--- config.mk ---
export PLATFORM = sky130hd
export DESIGN_NAME = mac_learn_table
export DESIGN_NICKNAME = d
export VERILOG_FILES = /design/src/rtl/mlt_pkg.sv /design/src/rtl/mlt_timestamp.sv /design/src/rtl/mlt_search.sv /design/src/rtl/mlt_victim.sv /design/src/rtl/mac_learn_table.sv
export SDC_FILE = /design/constraint.sdc
export NUM_CORES = 2
export LEC_CHECK = 0
export ABC_AREA = 1
export BUFFER_PORTS_ARGS = -buffer_cell sky130_fd_sc_hd__buf_4
export CORE_ASPECT_RATIO = 1.75
export CORE_MARGIN = 1
export CORE_UTILIZATION = 45
export DETAILED_ROUTE_END_ITERATION = 16
export REMOVE_ABC_BUFFERS = 1
export SLEW_MARGIN = 20
export SYNTH_ARGS = -nofsm -noshare
export SYNTH_HDL_FRONTEND = slang
export SYNTH_SLANG_ARGS = --single-unit
--- constraint.sdc ---
create_clock -name clk -period 28.7 [get_ports clk]
set_input_delay 4.305 -clock clk [delete_from_list [all_inputs] [get_ports clk]]
set_output_delay 4.305 -clock clk [all_outputs]
set_load 0.05 [all_outputs]
--- src/rtl/mlt_pkg.sv ---
package mlt_pkg;
  typedef enum logic [1:0] {ST_IDLE, ST_LOOK, ST_RESP} mlt_state_e;
endpackage

--- src/rtl/mlt_timestamp.sv ---
module mlt_timestamp #(
  parameter int TS_W = 32
) (
  input  logic            clk,
  input  logic            rst_n,
  output logic [TS_W-1:0] now
);
  always_ff @(posedge clk) begin
    if (!rst_n) now <= '0;
    else        now <= now + 1'b1;
  end
endmodule

--- src/rtl/mlt_search.sv ---
module mlt_search #(
  parameter int DEPTH = 8,
  parameter int KEY_W = 48,
  parameter int TS_W  = 32,
  parameter int IW    = 3
) (
  input  logic [DEPTH-1:0]            vld,
  input  logic [DEPTH-1:0][KEY_W-1:0] keys,
  input  logic [DEPTH-1:0][TS_W-1:0]  stamps,
  input  logic [KEY_W-1:0]            key,
  input  logic [TS_W-1:0]             now,
  input  logic [TS_W-1:0]             ttl,
  output logic                        hit,
  output logic [IW-1:0]               idx,
  output logic                        expired
);
  logic [DEPTH-1:0] match;
  logic [DEPTH-1:0] stale;

  for (genvar i = 0; i < DEPTH; i++) begin : g_cmp
    logic [TS_W-1:0] age;
    assign age      = now - stamps[i];
    assign match[i] = vld[i] && (keys[i] == key);
    assign stale[i] = age > ttl;
  end

  // lowest matching slot wins; duplicates are never written
  always_comb begin
    hit     = 1'b0;
    idx     = '0;
    expired = 1'b0;
    for (int i = DEPTH - 1; i >= 0; i--) begin
      if (match[i]) begin
        hit     = 1'b1;
        idx     = IW'(i);
        expired = stale[i];
      end
    end
  end
endmodule

--- src/rtl/mlt_victim.sv ---
module mlt_victim #(
  parameter int DEPTH = 8,
  parameter int TS_W  = 32,
  parameter int IW    = 3
) (
  input  logic [DEPTH-1:0]           vld,
  input  logic [DEPTH-1:0][TS_W-1:0] stamps,
  input  logic [TS_W-1:0]            now,
  output logic [IW-1:0]              idx
);
  logic [DEPTH-1:0][TS_W-1:0] age;
  logic                       found;
  logic [TS_W-1:0]            best;

  for (genvar i = 0; i < DEPTH; i++) begin : g_age
    assign age[i] = now - stamps[i];
  end

  // first free slot; otherwise the oldest refresh (an expired entry is
  // always at least as old as any live one, so it is taken first)
  always_comb begin
    idx   = '0;
    found = 1'b0;
    best  = '0;
    for (int i = 0; i < DEPTH; i++) begin
      if (!found && !vld[i]) begin
        found = 1'b1;
        idx   = IW'(i);
      end
    end
    if (!found) begin
      for (int i = 0; i < DEPTH; i++) begin
        if (age[i] > best) begin
          best = age[i];
          idx  = IW'(i);
        end
      end
    end
  end
endmodule

--- src/rtl/mac_learn_table.sv ---
module mac_learn_table #(
  parameter int NUM_PORTS = 4,
  parameter int DEPTH     = 8,
  parameter int TS_W      = 32
) (
  input  logic                              clk,
  input  logic                              rst_n,
  input  logic [TS_W-1:0]                   ttl,
  input  logic                              req_valid,
  output logic                              req_ready,
  input  logic [47:0]                       req_dst,
  input  logic [47:0]                       req_src,
  input  logic [((NUM_PORTS > 1) ? $clog2(NUM_PORTS) : 1)-1:0] req_port,
  output logic                              rsp_valid,
  input  logic                              rsp_ready,
  output logic [NUM_PORTS-1:0]              rsp_mask
);
  import mlt_pkg::*;

  localparam int PW = (NUM_PORTS > 1) ? $clog2(NUM_PORTS) : 1;
  localparam int IW = (DEPTH > 1) ? $clog2(DEPTH) : 1;

  logic [TS_W-1:0]             now;
  logic [DEPTH-1:0]            e_vld;
  logic [DEPTH-1:0][47:0]      e_mac;
  logic [DEPTH-1:0][PW-1:0]    e_port;
  logic [DEPTH-1:0][TS_W-1:0]  e_ts;

  mlt_state_e                  state;
  logic [47:0]                 q_dst;
  logic [PW-1:0]               q_port;

  logic                        s_hit, s_exp, d_hit, d_exp;
  logic [IW-1:0]               s_idx, d_idx, v_idx, wr_idx;
  logic                        accept, wr_port, group;
  logic [NUM_PORTS-1:0]        flood, hit_mask;

  mlt_timestamp #(.TS_W(TS_W)) u_ts (
    .clk(clk), .rst_n(rst_n), .now(now)
  );

  mlt_search #(.DEPTH(DEPTH), .KEY_W(48), .TS_W(TS_W), .IW(IW)) u_src (
    .vld(e_vld), .keys(e_mac), .stamps(e_ts), .key(req_src),
    .now(now), .ttl(ttl), .hit(s_hit), .idx(s_idx), .expired(s_exp)
  );

  mlt_search #(.DEPTH(DEPTH), .KEY_W(48), .TS_W(TS_W), .IW(IW)) u_dst (
    .vld(e_vld), .keys(e_mac), .stamps(e_ts), .key(q_dst),
    .now(now), .ttl(ttl), .hit(d_hit), .idx(d_idx), .expired(d_exp)
  );

  mlt_victim #(.DEPTH(DEPTH), .TS_W(TS_W), .IW(IW)) u_vic (
    .vld(e_vld), .stamps(e_ts), .now(now), .idx(v_idx)
  );

  assign req_ready = (state == ST_IDLE);
  assign rsp_valid = (state == ST_RESP);
  assign accept    = req_valid && req_ready;

  // a known source keeps its port unless its entry has already aged out
  assign wr_idx  = s_hit ? s_idx : v_idx;
  assign wr_port = !s_hit || s_exp;
  assign group   = q_dst[40] || (&q_dst);

  for (genvar p = 0; p < NUM_PORTS; p++) begin : g_mask
    assign flood[p]    = (q_port != PW'(p));
    assign hit_mask[p] = (e_port[d_idx] == PW'(p));
  end

  always_ff @(posedge clk) begin
    if (!rst_n) begin
      state    <= ST_IDLE;
      q_dst    <= '0;
      q_port   <= '0;
      rsp_mask <= '0;
      e_vld    <= '0;
      e_mac    <= '0;
      e_port   <= '0;
      e_ts     <= '0;
    end else begin
      case (state)
        ST_IDLE: begin
          if (accept) begin
            q_dst          <= req_dst;
            q_port         <= req_port;
            e_vld[wr_idx]  <= 1'b1;
            e_mac[wr_idx]  <= req_src;
            e_ts[wr_idx]   <= now;
            if (wr_port) e_port[wr_idx] <= req_port;
            state          <= ST_LOOK;
          end
        end
        ST_LOOK: begin
          if (!group && d_hit && !d_exp) rsp_mask <= hit_mask;
          else                           rsp_mask <= flood;
          if (d_hit && d_exp) e_vld[d_idx] <= 1'b0;
          state <= ST_RESP;
        end
        ST_RESP: begin
          if (rsp_ready) state <= ST_IDLE;
        end
        default: state <= ST_IDLE;
      endcase
    end
  end
endmodule

==> report_table.html, run 1 <==
<table>
<tr><th>Metric</th><th>Value</th></tr>
<tr><th colspan="2">Logic synthesis</th></tr>
<tr><td>Gate count of the mapped netlist</td><td>9579</td></tr>
<tr><td>Count of state elements after synthesis</td><td>752</td></tr>
<tr><td>Netlist area before placement</td><td>0.0622 mm^2</td></tr>
<tr><td>Number of flops mapped to enable cells by yosys</td><td>0</td></tr>
<tr><td>Most used flip-flop cell after synthesis</td><td>sky130_fd_sc_hd__dfxtp_1</td></tr>
<tr><td>Yosys warning count</td><td>0</td></tr>
<tr><td>Async SR Flop Fraction</td><td>0</td></tr>
<tr><td>Number of unique standard cell types used by synthesis</td><td>66</td></tr>
<tr><td>Sequential area share after synthesis</td><td>0.242</td></tr>
<tr><td>Avg Inst Size Synth</td><td>6.49 um^2</td></tr>
<tr><th colspan="2">Clock tree</th></tr>
<tr><td>Number of buffers inserted for hold repair after clock tree synthesis</td><td>0</td></tr>
<tr><td>Num CTS Buffers</td><td>84</td></tr>
<tr><td>Clock Sink Count</td><td>752</td></tr>
<tr><td>CTS HTree Levels</td><td>3</td></tr>
<tr><td>CTS resizes</td><td>0</td></tr>
<tr><td>Clock Path Buffers</td><td>3</td></tr>
<tr><td>Setup fix buffers added after clock tree synthesis</td><td>0</td></tr>
<tr><td>Cell chosen for the clock root</td><td>sky130_fd_sc_hd__clkbuf_16</td></tr>
<tr><th colspan="2">Global route</th></tr>
<tr><td>Vias in the first global route</td><td>71500</td></tr>
<tr><td>Overall routing resource usage</td><td>0.594</td></tr>
<tr><td>First-pass GRT wire length</td><td>~590000 um</td></tr>
<tr><td>Aggregate global routing overflow</td><td>13</td></tr>
<tr><td>Maximum number of pins on one net before global-route repair</td><td>175</td></tr>
<tr><th colspan="2">Floorplanning</th></tr>
<tr><td>Top-level I/O count</td><td>140</td></tr>
<tr><td>Row cnt</td><td>180</td></tr>
<tr><td>Die X-Extent</td><td>283 um</td></tr>
<tr><td>Die outline height</td><td>494 um</td></tr>
<tr><td>Initial core utilization</td><td>0.453</td></tr>
<tr><th colspan="2">Placed design</th></tr>
<tr><td>Final HPWL DP</td><td>284000 um</td></tr>
<tr><td>Total of buffers placed on input and output ports</td><td>around 140</td></tr>
<tr><td>RD Place Congestion</td><td>1.20</td></tr>
<tr><th colspan="2">Run status</th></tr>
<tr><td>Step where the flow halted</td><td>global routing (5_1_grt)</td></tr>
<tr><td>Status</td><td>did not finish</td></tr>
<tr><td>Error message</td><td>[ERROR GRT-0116] Global routing finished with congestion. Check the congestion regions in the DRC Viewer.</td></tr>
</table>
-- through the flow --
stage	instances	setup slack [ns]	instance area (um^2)
after CTS	11400	2.46	68100
after global placement	11300	2.00	65000
after floorplan	9127	8.19	60200
after detailed placement	11300	2.53	65000
-- cells by family after synthesis --
| group | Yosys count | synth area share |
|---|---|---|
| AND/OR/NAND/NOR | 4321 | 0.281 |
| AO/OA/AOI/OAI | 1704 | 0.162 |
| buffers and inverters | 1600 | 0.100 |
| flip-flops | 752 | 0.242 |
| adder cells (fa/ha/maj) | 734 | 0.149 |
| XOR/XNOR | 466 | 0.0657 |
| multiplexers | 2 | 0.000362 |
-- layer usage --
layer  GRT overflow  GRT usage
met2              6      0.875
met1              0      0.565
met3              0      0.287
met5              0     0.0202
met4              7      0.699
-- synthesized netlist by cell type, drive strengths merged, types with 7 or more instances --
cell type	number	area (um^2)
xnor2	155	1360
xor2	311	2720
inv	1135	4260
a2111oi	14	123
o21ai	446	2230
a31oi	21	131
a21o	20	150
a211oi	50	375
o211ai	21	158
o221ai	32	280
nor4	145	913
and3	14	87.6
nand3	144	771
ha	726	9080
nand2	2229	8390
fa	8	160
clkbuf	305	1140
dfxtp	752	15100
nor2	1578	5950
o2111ai	17	149
a21oi	551	2770
o21a	19	143
nor3	48	240
a221oi	83	727
clkinv	13	48.8
o22ai	348	2180
nand4	136	893
buf	147	759
o31ai	17	128
o21bai	38	285
or4	7	52.6
==> inputs of run 2 (changes only) <==
--- a/config.mk
+++ b/config.mk
@@ -7,10 +7,10 @@
 export LEC_CHECK = 0
 export ABC_AREA = 1
 export BUFFER_PORTS_ARGS = -buffer_cell sky130_fd_sc_hd__buf_4
-export CORE_ASPECT_RATIO = 1.75
 export CORE_MARGIN = 1
-export CORE_UTILIZATION = 45
+export CORE_UTILIZATION = 30
 export DETAILED_ROUTE_END_ITERATION = 16
+export PLACE_DENSITY_LB_ADDON = 0.15
 export REMOVE_ABC_BUFFERS = 1
 export SLEW_MARGIN = 20
 export SYNTH_ARGS = -nofsm -noshare
==> run 2 against run 1 <==
  * The run now ends clean
  * Synthesized cell count stayed put
  * Area after synthesis did not move
==> report_table.html, run 2 <==
<table>
<tr><th>Metric</th><th>Value</th></tr>
<tr><th colspan="2">Run status</th></tr>
<tr><td>Status</td><td>finished, final reports clean</td></tr>
<tr><th colspan="2">Logic synthesis</th></tr>
<tr><td>Area contributors post-synth</td><td>sky130_fd_sc_hd__dfxtp_1 24%, sky130_fd_sc_hd__ha_1 15%, sky130_fd_sc_hd__nand2_1 13%</td></tr>
<tr><td>Number of unique standard cell types used by synthesis</td><td>66 (unchanged)</td></tr>
<tr><td>Avg Inst Size Synth</td><td>6.49 um^2 (unchanged)</td></tr>
<tr><td>Gate count of the mapped netlist</td><td>9579 (unchanged)</td></tr>
<tr><td>Most repeated cell in the gate-level netlist after synthesis</td><td>sky130_fd_sc_hd__nand2_1</td></tr>
<tr><td>Netlist area before placement</td><td>0.0622 mm^2 (unchanged)</td></tr>
<tr><td>Sequential area share after synthesis</td><td>0.242 (unchanged)</td></tr>
<tr><td>Async SR Flop Fraction</td><td>0 (unchanged)</td></tr>
<tr><td>Number of flops mapped to enable cells by yosys</td><td>0 (unchanged)</td></tr>
<tr><td>Share of the synthesized area in the top cell type</td><td>0.242 (unchanged)</td></tr>
<tr><td>Biggest area consumer among synthesized cells</td><td>sky130_fd_sc_hd__dfxtp_1</td></tr>
<tr><td>Yosys warning count</td><td>0 (unchanged)</td></tr>
<tr><td>Most used flip-flop cell after synthesis</td><td>sky130_fd_sc_hd__dfxtp_1</td></tr>
<tr><td>Count of state elements after synthesis</td><td>752 (unchanged)</td></tr>
<tr><td>Synth top cells by count</td><td>2224 x sky130_fd_sc_hd__nand2_1, 1576 x sky130_fd_sc_hd__nor2_1, 1132 x sky130_fd_sc_hd__inv_1</td></tr>
<tr><th colspan="2">Setup path</th></tr>
<tr><td>Critical-path maximum fanout</td><td>67</td></tr>
<tr><td>Critical path's slowest cell</td><td>sky130_fd_sc_hd__nor4_1</td></tr>
<tr><td>Worst Setup End Kind</td><td>flip-flop</td></tr>
<tr><td>Kind of start point of the critical path</td><td>flip-flop</td></tr>
<tr><td>Highest cell delay on the worst timing path</td><td>about 0.85 ns</td></tr>
<tr><td>Setup CP Type</td><td>flip-flop to flip-flop</td></tr>
<tr><td>Required arrival time at the worst endpoint</td><td>29.40 ns</td></tr>
<tr><td>Dominant cell type by count on the critical path</td><td>sky130_fd_sc_hd__nand2_1</td></tr>
<tr><td>Data arrival time of the worst path</td><td>24.84 ns</td></tr>
<tr><th colspan="2">Clock tree</th></tr>
<tr><td>TritonCTS clock tree</td><td>yes</td></tr>
<tr><td>Setup fix buffers added after clock tree synthesis</td><td>0 (unchanged)</td></tr>
<tr><td>Clk pin slew, worst setup/hold paths</td><td>around 0.06 ns</td></tr>
<tr><td>Clock Sink Count</td><td>752 (unchanged)</td></tr>
<tr><td>Cell chosen for the clock root</td><td>sky130_fd_sc_hd__clkbuf_16</td></tr>
<tr><td>Number of buffers inserted for hold repair after clock tree synthesis</td><td>0 (unchanged)</td></tr>
<tr><td>Num CTS Buffers</td><td>101 (+20%)</td></tr>
<tr><td>Skew-Pair Late Insertion Delay</td><td>between 0.7 and 0.8 ns</td></tr>
<tr><td>CTS HTree Levels</td><td>3 (unchanged)</td></tr>
<tr><td>CTS resizes</td><td>0 (unchanged)</td></tr>
<tr><td>Clock Path Buffers</td><td>3 (unchanged)</td></tr>
<tr><th colspan="2">Floorplanning</th></tr>
<tr><td>Core region area</td><td>just over 0.2 mm^2</td></tr>
<tr><td>Initial core utilization</td><td>0.303 (-0.150)</td></tr>
<tr><td>Row cnt</td><td>166 (-7.8%)</td></tr>
<tr><td>Die Footprint</td><td>approximately 0.21 mm^2</td></tr>
<tr><td>Top-level I/O count</td><td>140 (unchanged)</td></tr>
<tr><td>Die X-Extent</td><td>457 um (+62%)</td></tr>
<tr><td>Die outline height</td><td>457 um (-7.4%)</td></tr>
<tr><th colspan="2">Timing</th></tr>
<tr><td>Smallest setup slack after layout</td><td>4.56 ns</td></tr>
<tr><td>Final-report hold violation count</td><td>0</td></tr>
<tr><td>Worst hold slack</td><td>roughly 0.48 ns</td></tr>
<tr><td>Worst clock skew on the final layout</td><td>between 0.04 and 0.05 ns</td></tr>
<tr><td>Maximum clock rate</td><td>around 0.041 GHz</td></tr>
<tr><td>Setup repair after global routing missed its margin</td><td>false</td></tr>
<tr><td>Tightest Pin Transition</td><td>1.29 ns</td></tr>
<tr><td>Headroom to the max-slew limit</td><td>0.136</td></tr>
<tr><td>Period utilisation layout</td><td>0.841</td></tr>
<tr><td>Setup violation total in the final timing report</td><td>0</td></tr>
<tr><td>Period minus WS final</td><td>24.14 ns</td></tr>
<tr><td>Number of slew-limit violations in the final report</td><td>0</td></tr>
<tr><td>Post-route setup TNS</td><td>0 ns</td></tr>
<tr><th colspan="2">Global route</th></tr>
<tr><td>Maximum number of pins on one net before global-route repair</td><td>between 150 and 200</td></tr>
<tr><td>Aggregate global routing overflow</td><td>0</td></tr>
<tr><td>First-pass GRT wire length</td><td>476000 um</td></tr>
<tr><td>Number of antenna violations at the first check in global routing</td><td>34</td></tr>
<tr><td>Overall routing resource usage</td><td>0.322</td></tr>
<tr><td>Vias in the first global route</td><td>63100</td></tr>
<tr><th colspan="2">Pwr</th></tr>
<tr><td>Total power divided by cell area</td><td>64.1 mW/mm^2</td></tr>
<tr><td>Total power consumption of the routed design</td><td>about 4.5 mW</td></tr>
<tr><td>Leakage power of the design</td><td>35.9 nW</td></tr>
<tr><td>IR drop worst, VDD</td><td>0.0000528 V</td></tr>
<tr><th colspan="2">Placed design</th></tr>
<tr><td>Post-placement setup slack</td><td>4.03 ns (+1.50 ns)</td></tr>
<tr><td>Post-place instance area</td><td>0.0659 mm^2 (+1.3%)</td></tr>
<tr><td>Final HPWL DP</td><td>254000 um (-10%)</td></tr>
<tr><td>Total of buffers placed on input and output ports</td><td>139 (unchanged)</td></tr>
<tr><td>RD Place Congestion</td><td>1.08 (-9.9%)</td></tr>
<tr><th colspan="2">Drt</th></tr>
<tr><td>Number of DRC markers after the initial detailed-route iteration</td><td>6370</td></tr>
<tr><td>Post-DR wirelength/cell</td><td>28.1 um</td></tr>
<tr><td>Initial DRT Pass Iterations</td><td>7</td></tr>
<tr><td>Via-to-Cell Ratio</td><td>5.41</td></tr>
<tr><td>Total length of routed wires</td><td>347000 um</td></tr>
<tr><td>Remaining routing DRC violations</td><td>0</td></tr>
<tr><td>Count of nets left with antenna violations after detail routing</td><td>0</td></tr>
<tr><td>Via count</td><td>66700</td></tr>
<tr><th colspan="2">Layout</th></tr>
<tr><td>Commonest non-fill, non-tap cell in the layout</td><td>sky130_fd_sc_hd__nand2_1</td></tr>
<tr><td>Post-layout instance area</td><td>0.0695 mm^2</td></tr>
<tr><td>Post-layout net count</td><td>slightly above 10000</td></tr>
<tr><td>Fillcell total</td><td>about 22000</td></tr>
<tr><td>Fraction of final layout cells sized beyond drive strength 1</td><td>0.0531</td></tr>
<tr><td>Register name with the most flops</td><td>e_mac</td></tr>
<tr><td>Max FFs per register</td><td>384</td></tr>
<tr><td>Most used cells in the layout excluding fill and tap cells</td><td>2220 x sky130_fd_sc_hd__nand2_1, 1576 x sky130_fd_sc_hd__nor2_1, 1132 x sky130_fd_sc_hd__inv_1</td></tr>
<tr><td>Registers with the most flip-flops</td><td>e_mac (384), e_ts (256), q_dst (48)</td></tr>
<tr><td>Synthesis-to-finish area growth</td><td>11.9%</td></tr>
<tr><th colspan="2">Hold path</th></tr>
<tr><td>Type of the tightest min-delay check</td><td>flip-flop to flip-flop</td></tr>
<tr><th colspan="2">Run</th></tr>
<tr><td>Maxcap violations</td><td>0</td></tr>
</table>
[run 2: cell counts after synthesis]
No cell type changed its count.
[run 2: cell families after synthesis]
| group | after synthesis | synth area share |
|---|---|---|
| AO/OA/AOI/OAI | 1704 | 0.162 |
| XOR/XNOR | 466 | 0.0657 |
| adder cells (fa/ha/maj) | 734 | 0.149 |
| buffers and inverters | 1600 | 0.100 |
| flip-flops | 752 | 0.242 |
| multiplexers | 2 | 0.000362 |
| AND/OR/NAND/NOR | 4321 | 0.281 |
[run 2: stage by stage]
| stage | util | cells |
|---|---|---|
| floorplan | - | 9127 |
| global placement | 0.321 | 12100 |
| detailed placement | 0.321 | 12100 |
| CTS | 0.338 | 12300 |
| global route | 0.339 | 12300 |
| finish | 0.339 | 12300 |
[run 2: final timing paths]
path	from	endpoint	slack, ns	cells past startpoint
setup / recovery	u_ts.now[0]	e_ts[130]	4.56	102
setup reg to reg	u_ts.now[0]	e_ts[130]	4.56	102
hold reg to reg	rsp_mask[1]	rsp_mask[1]	0.48	2
hold / removal	rsp_mask[1]	rsp_mask[1]	0.48	2
[run 2: worst max-delay path, delay by kind of cell (launching register included)]
kind | cells | cell delay, ns
compound gates | 29 | 6.47
xor+xnor | 1 | 0.30
flops | 1 | 0.55
simple gates | 47 | 9.94
fa+ha+maj | 8 | 2.63
buf+inv | 17 | 3.93
[run 2: metal layers]
layer,vias up,GRT usage,part of all wire,routed length [um]
li1,31400,-,-,-
met1,31100,0.348,0.37,128000
met2,2991,0.541,0.46,161000
met3,1161,0.0674,0.071,24700
met4,14,0.262,0.095,33100
met5,-,0,0.00028,97
[run 2: layout make-up]
type / count / area [um^2] / share of cell area
multi-input cells: 7227 / 40900 / 0.589
repair buffers: 293 / 2240 / 0.0322
inverters: 1148 / 4310 / 0.0620
flip-flops and latches: 752 / 15100 / 0.217
clock buffers: 144 / 2990 / 0.0430
clock inverters: 44 / 564 / 0.00812
diodes: 22 / 55.1 / 0.000792
well taps: 2688 / 3360 / 0.0484
[run 2: where the power goes]
part	internal, mW	switching (mW)	total, mW	leakage [nW]
Sequential	1.07	0.0305	1.10	6.09
Clock	0.822	0.580	1.40	1.76
Combinational	0.618	1.33	1.95	28.1
Total	2.51	1.94	4.46	35.9
Power figures use the tool's default switching activity.
